$ cat src/rtl/ctrlwin_pkg.sv
package ctrlwin_pkg;

    typedef enum logic [1:0] {
        WIN_NONE,
        WIN_DIRECT,
        WIN_XLAT
    } win_e;

    typedef enum logic [1:0] {
        ST_IDLE,
        ST_RD_GRANT,
        ST_RD_BLOCK
    } rsp_state_e;

endpackage

$ cat src/rtl/ctrlwin_match.sv
module ctrlwin_match
    import ctrlwin_pkg::*;
#(
    parameter int ADDR_W   = 32,
    parameter int TAG_W    = 8,
    parameter logic [TAG_W-1:0] HI_TAG = 8'hFF,
    parameter logic [TAG_W-1:0] LO_TAG = 8'h1F,
    parameter int NUM_REGS = 16,
    parameter int IDX_W    = 4,
    parameter int LSB_W    = 2
) (
    input  logic [ADDR_W-1:0] addr,
    output win_e              win,
    output logic              in_range,
    output logic [IDX_W-1:0]  idx
);
    localparam int OFS_W = ADDR_W - TAG_W;
    localparam int PAD_W = OFS_W - IDX_W - LSB_W;

    logic [TAG_W-1:0] tag;
    logic             pad_zero;

    assign tag = addr[ADDR_W-1 -: TAG_W];
    assign idx = addr[IDX_W+LSB_W-1:LSB_W];

    always_comb begin
        if (tag == HI_TAG) begin
            win = WIN_DIRECT;
        end else if (tag == LO_TAG) begin
            win = WIN_XLAT;
        end else begin
            win = WIN_NONE;
        end
    end

    generate
        if (PAD_W > 0) begin : g_pad
            assign pad_zero = (addr[OFS_W-1:IDX_W+LSB_W] == '0);
        end else begin : g_nopad
            assign pad_zero = 1'b1;
        end
    endgenerate

    assign in_range = pad_zero && (int'(idx) < NUM_REGS);

endmodule

$ cat src/rtl/ctrlwin_guard.sv
module ctrlwin_guard
    import ctrlwin_pkg::*;
(
    input  logic req_valid,
    input  logic req_write,
    input  win_e win,
    input  logic in_range,
    input  logic priv_mode,
    input  logic xlat_on,
    output logic hit,
    output logic addr_err,
    output logic undef_acc,
    output logic wr_grant,
    output logic rd_grant,
    output logic rd_block
);
    logic allow;

    always_comb begin
        hit       = req_valid && (win != WIN_NONE) && in_range;
        addr_err  = hit && (win == WIN_DIRECT) && !priv_mode;
        undef_acc = hit && (win == WIN_XLAT) && !xlat_on;
        allow     = hit && !addr_err && !undef_acc;
        wr_grant  = allow && req_write;
        rd_grant  = allow && !req_write;
        rd_block  = hit && !req_write && !allow;
    end

endmodule

$ cat src/rtl/ctrlwin_regfile.sv
module ctrlwin_regfile #(
    parameter int DATA_W   = 32,
    parameter int NUM_REGS = 16,
    parameter int IDX_W    = 4,
    parameter logic [DATA_W-1:0] RST_VAL = '0
) (
    input  logic              clk,
    input  logic              rst_n,
    input  logic              wr_en,
    input  logic [IDX_W-1:0]  idx,
    input  logic [DATA_W-1:0] wdata,
    output logic [DATA_W-1:0] rdata
);
    logic [DATA_W-1:0] cell_q [NUM_REGS];

    generate
        for (genvar g = 0; g < NUM_REGS; g++) begin : g_cell
            logic [DATA_W-1:0] q;
            always_ff @(posedge clk or negedge rst_n) begin
                if (!rst_n) begin
                    q <= RST_VAL;
                end else if (wr_en && (int'(idx) == g)) begin
                    q <= wdata;
                end
            end
            assign cell_q[g] = q;
        end
    endgenerate

    always_comb begin
        rdata = '0;
        for (int i = 0; i < NUM_REGS; i++) begin
            if (int'(idx) == i) begin
                rdata = cell_q[i];
            end
        end
    end

endmodule

$ cat src/rtl/ctrlwin_decoder.sv
module ctrlwin_decoder
    import ctrlwin_pkg::*;
#(
    parameter int ADDR_W   = 32,
    parameter int DATA_W   = 32,
    parameter int NUM_REGS = 16,
    parameter int TAG_W    = 8,
    parameter logic [TAG_W-1:0] HI_TAG = 8'hFF,
    parameter logic [TAG_W-1:0] LO_TAG = 8'h1F,
    parameter int IDX_W    = $clog2(NUM_REGS),
    parameter int LSB_W    = $clog2(DATA_W / 8)
) (
    input  logic              clk,
    input  logic              rst_n,
    input  logic              req_valid,
    input  logic              req_write,
    input  logic [ADDR_W-1:0] req_addr,
    input  logic [DATA_W-1:0] req_wdata,
    input  logic              priv_mode,
    input  logic              xlat_on,
    output logic              hit,
    output logic [IDX_W-1:0]  reg_sel,
    output logic              addr_err,
    output logic              undef_acc,
    output logic              rsp_valid,
    output logic [DATA_W-1:0] rsp_rdata
);
    win_e              win;
    logic              in_range;
    logic              wr_grant;
    logic              rd_grant;
    logic              rd_block;
    logic [DATA_W-1:0] bank_rdata;
    logic [DATA_W-1:0] rd_q;
    rsp_state_e        state_q;
    rsp_state_e        state_d;

    ctrlwin_match #(
        .ADDR_W  (ADDR_W),
        .TAG_W   (TAG_W),
        .HI_TAG  (HI_TAG),
        .LO_TAG  (LO_TAG),
        .NUM_REGS(NUM_REGS),
        .IDX_W   (IDX_W),
        .LSB_W   (LSB_W)
    ) match_i (
        .addr    (req_addr),
        .win     (win),
        .in_range(in_range),
        .idx     (reg_sel)
    );

    ctrlwin_guard guard_i (
        .req_valid(req_valid),
        .req_write(req_write),
        .win      (win),
        .in_range (in_range),
        .priv_mode(priv_mode),
        .xlat_on  (xlat_on),
        .hit      (hit),
        .addr_err (addr_err),
        .undef_acc(undef_acc),
        .wr_grant (wr_grant),
        .rd_grant (rd_grant),
        .rd_block (rd_block)
    );

    ctrlwin_regfile #(
        .DATA_W  (DATA_W),
        .NUM_REGS(NUM_REGS),
        .IDX_W   (IDX_W)
    ) bank_i (
        .clk  (clk),
        .rst_n(rst_n),
        .wr_en(wr_grant),
        .idx  (reg_sel),
        .wdata(req_wdata),
        .rdata(bank_rdata)
    );

    // State register
    always_ff @(posedge clk or negedge rst_n) begin
        if (!rst_n) begin
            state_q <= ST_IDLE;
        end else begin
            state_q <= state_d;
        end
    end

    // Read data capture at the strobe edge
    always_ff @(posedge clk or negedge rst_n) begin
        if (!rst_n) begin
            rd_q <= '0;
        end else if (rd_grant) begin
            rd_q <= bank_rdata;
        end else begin
            rd_q <= '0;
        end
    end

    // Next-state logic: take_grant / take_block / go_idle
    always_comb begin
        state_d = ST_IDLE;
        unique case (state_q)
            ST_IDLE, ST_RD_GRANT, ST_RD_BLOCK: begin
                if (rd_grant) begin
                    state_d = ST_RD_GRANT;
                end else if (rd_block) begin
                    state_d = ST_RD_BLOCK;
                end else begin
                    state_d = ST_IDLE;
                end
            end
            default: state_d = ST_IDLE;
        endcase
    end

    // Output logic
    always_comb begin
        rsp_valid = 1'b0;
        rsp_rdata = '0;
        unique case (state_q)
            ST_IDLE: begin
                rsp_valid = 1'b0;
                rsp_rdata = '0;
            end
            ST_RD_GRANT: begin
                rsp_valid = 1'b1;
                rsp_rdata = rd_q;
            end
            ST_RD_BLOCK: begin
                rsp_valid = 1'b1;
                rsp_rdata = '0;
            end
            default: begin
                rsp_valid = 1'b0;
                rsp_rdata = '0;
            end
        endcase
    end

endmodule

$ cat config.mk
export PLATFORM = sky130hd
export DESIGN_NAME = ctrlwin_decoder
export DESIGN_NICKNAME = d
export VERILOG_FILES = /design/src/rtl/ctrlwin_pkg.sv /design/src/rtl/ctrlwin_match.sv /design/src/rtl/ctrlwin_guard.sv /design/src/rtl/ctrlwin_regfile.sv /design/src/rtl/ctrlwin_decoder.sv
export SDC_FILE = /design/constraint.sdc
export NUM_CORES = 1
export LEC_CHECK = 0
export ABC_AREA = 1
export BUFFER_PORTS_ARGS = -buffer_cell sky130_fd_sc_hd__buf_2
export CORE_MARGIN = 4
export CORE_UTILIZATION = 40
export CTS_BUF_LIST = sky130_fd_sc_hd__clkbuf_16
export DETAILED_ROUTE_END_ITERATION = 10
export PLACE_DENSITY = 0.66
export SYNTH_ARGS = -nofsm -noshare
export SYNTH_HDL_FRONTEND = slang
export SYNTH_SLANG_ARGS = --single-unit
$ cat constraint.sdc
create_clock -name clk -period 1.8 [get_ports clk]
set_clock_uncertainty 0.15 [all_clocks]
set_input_delay 0.09 -clock clk [delete_from_list [all_inputs] [get_ports clk]]
set_output_delay 0.09 -clock clk [all_outputs]
set_load 0.01 [all_outputs]
==> flow_summary.ini <==
[status]
status = finished, violations left
violations = setup timing

[cts]
path_clk_slew_ps = 60
cts_buffer_depth = 3
worstSkewPairLatency_ps = 620
cts_sinks = 546
htreeDepth = 2
cts_root_buf = clkbuf_16
tritoncts = done
numCtsBuffers = 57

[detailed_routing]
vias = 19800
drc = 0
wl_per_cell_um = 16.6
viasPerCell = 4.99
drt_iter0_markers = 1294
drtPass1Iterations = 5
ant_nets = 0
drt-total-wl_mm = 65.9

[sta]
fmax_ghz = 0.532
setup_viol = 32
fin_setup_tns_ps = -1990
setup_ws_ps = -79.3
whs_ps = 54.0
timing.final.crit_share_pct = 104
hold_viol_final = 0
rsz0062_at_grt = true
tightest_slew_ps = 674
fin_crit_ps = 1880
slew_headroom_pct = 55.0
drv_slew = 0

[setup_path]
r2r_end = rd_q[25]
crit_type = reg2out
rrSetupSlack_ps = 80
slowest_stage = dfrtp_1
path_max_fanout = 9
start_kind = flip-flop
endpoint_kind = primary output
worstReg2RegStart = bank_i.g_cell[2].q[25]
worst_ep_arrival_time_ps = 1640
required_ps = 1560
worstPathCellList = inv_2, ha_4, buf_8, nand2_1, inv_1, buf_6
ff2ff_path_depth = 10
critPathMaxStageDelay_ps = 380

[synth]
synth_top_area_share_pct = 55.3
syn_inst = 2914
synth-seq-cells = 546
synth_area_per_cell_sq_um = 8.48
yosys-top-cells-area = dfrtp_1 (55%), nand2_1 (15%), o21ai_1 (5.1%), o21ai_0 (4.3%), inv_1 (3.2%)
syn-num-nets = 2986
yosys.area.top_type = dfrtp_1
syn_area_sq_um = 24700
synthFlopType = dfrtp_1
synthArstFlopShare_pct = 100
synth-edff-count = 0
ys_warn_count = 0
synth_most_common_cell = nand2_1
yosys-top-cells-count = nand2_1 (961), dfrtp_1 (546), o21ai_1 (250)
ys_seq_area_share_pct = 55.3
synth_cell_types = 31

[power_and_ir_drop]
power_density_nw_per_um2 = 826
p_total_mw = 24.8
p_leak_nw = 14.2
peakVddDrop_v = 0.000590

[finish]
fin_area_sq_um = 30000
layout.nets = 3216
drive_above_1_share_pct = 18.9
areaGrowthSynthToFinish_pct = 21.3
antenna_cells = 0

[grt]
grt_usage_pct = 20.0
grt_antenna_before_repair = 0
grt_max_degree = 65
overflow = 0
grt_pass1_vias = 19700
grt_pass1_wl_mm = 108

[floorplan]
core-area_sq_um = 60800
die_area_sq_um = 65800
initial_core_util_pct = 40.6
ios = 110
rows = 90
die_h_um = 257
die_w_um = 257

[min_path]
hold_path.class = in2async

[placement]
gp_congestion = 0.790
dpl-instance-area_sq_um = 27400
dp_hpwl_mm = 44.0
portBuffers = 107
preCtsSetupSlack_ps = -388

[flow_run]
cap_violations = 0
critical path, delay by kind of cell (launching register included):
kind,cells,cell delay (ps)
buf+inv,4,390
fa+ha+maj,1,200
simple gates,1,70
flops,1,380
where the power goes:
group          switching [mW]  internal, mW  total (mW)
registers         0.000000194          12.3        12.3
clock network            4.89          6.27        11.2
logic                   0.883         0.431        1.31
cells by family (layout without fill, tap and decap cells):
| group | count (synthesis) | count (layout) | share of synthesized area (%) |
|---|---|---|---|
| adders and majority gates | 2 | 2 | 0.101 |
| DFF | 546 | 546 | 55.3 |
| buffers and inverters | 404 | 672 | 8.19 |
| AOI/OAI and AO/OA | 615 | 615 | 13.5 |
| and+or+nand+nor | 1347 | 1350 | 22.9 |
cell type report:
type / count / area, sq um
multi-input combinational: 1967 / 9300
clock buffer: 57 / 1430
tap: 782 / 978
fill: 5768 / 30800
clock inverter: 43 / 312
sequential: 546 / 13700
inverter: 212 / 796
timing repair buffer: 360 / 3500
what timing repair did:
action                                   CTS  global route
cloned                                     2             3
hold buffers                              39             0
setup buffers                              1             1
endpoints found under the setup margin    34           136
endpoints found under the hold margin   1073             0
pin swaps                                  0             8
resized for setup                         33            65
layer usage:
metal | vias up | routed length [um] | track usage [%]
li1 | 9824 | - | -
met1 | 9524 | 29800 | 27.2
met2 | 334 | 32500 | 34.7
met3 | 106 | 2210 | 2.14
met4 | 0 | 1390 | 4.68
met5 | - | 0 | 0
worst max path at each step:
stage          slack, ps  cells after the start          from                     to
4_1_cts             -130                      6    state_q[1]          rsp_rdata[12]
6_report             -80                      6    state_q[1]          rsp_rdata[30]
2_1_floorplan        -70                     11  req_addr[12]  bank_i.g_cell[3].q[2]
3_5_place_dp        -390                     15   req_addr[2]               rd_q[18]
3_3_place_gp        -380                     16   req_addr[5]               rd_q[25]
5_1_grt             -170                      6    state_q[1]          rsp_rdata[24]
registers in the layout, indices dropped and copies added (netlist names):
signal / flops
state_q: 2
rd_q: 32
bank_i.g_cell.q: 512
through the flow:
step | utilization (%) | cells
final | 49.3 | 3967
after global routing | 49.3 | 3967
after CTS | 48.9 | 3963
after detailed placement | 45.1 | 3821
after global placement | 45.1 | 3821
after floorplan | - | 2914
placed cells by master, fill, tap and decap left out, types with 25 or more instances in the layout:
| master | count |
|---|---|
| a21oi_1 | 80 |
| clkbuf_16 | 57 |
| inv_1 | 213 |
| or2_2 | 34 |
| o21ai_0 | 212 |
| nand4_1 | 71 |
| nand3_1 | 71 |
| o21ai_2 | 70 |
| buf_6 | 27 |
| buf_12 | 63 |
| o21ai_1 | 250 |
| buf_4 | 149 |
| nor2_1 | 141 |
| nand2_1 | 938 |
| nor2_2 | 29 |
| nand2_2 | 25 |
| buf_2 | 81 |
| dlygate4sd3_1 | 38 |
| dfrtp_1 | 546 |
No activity file was read; power rests on OpenSTA's default activity.
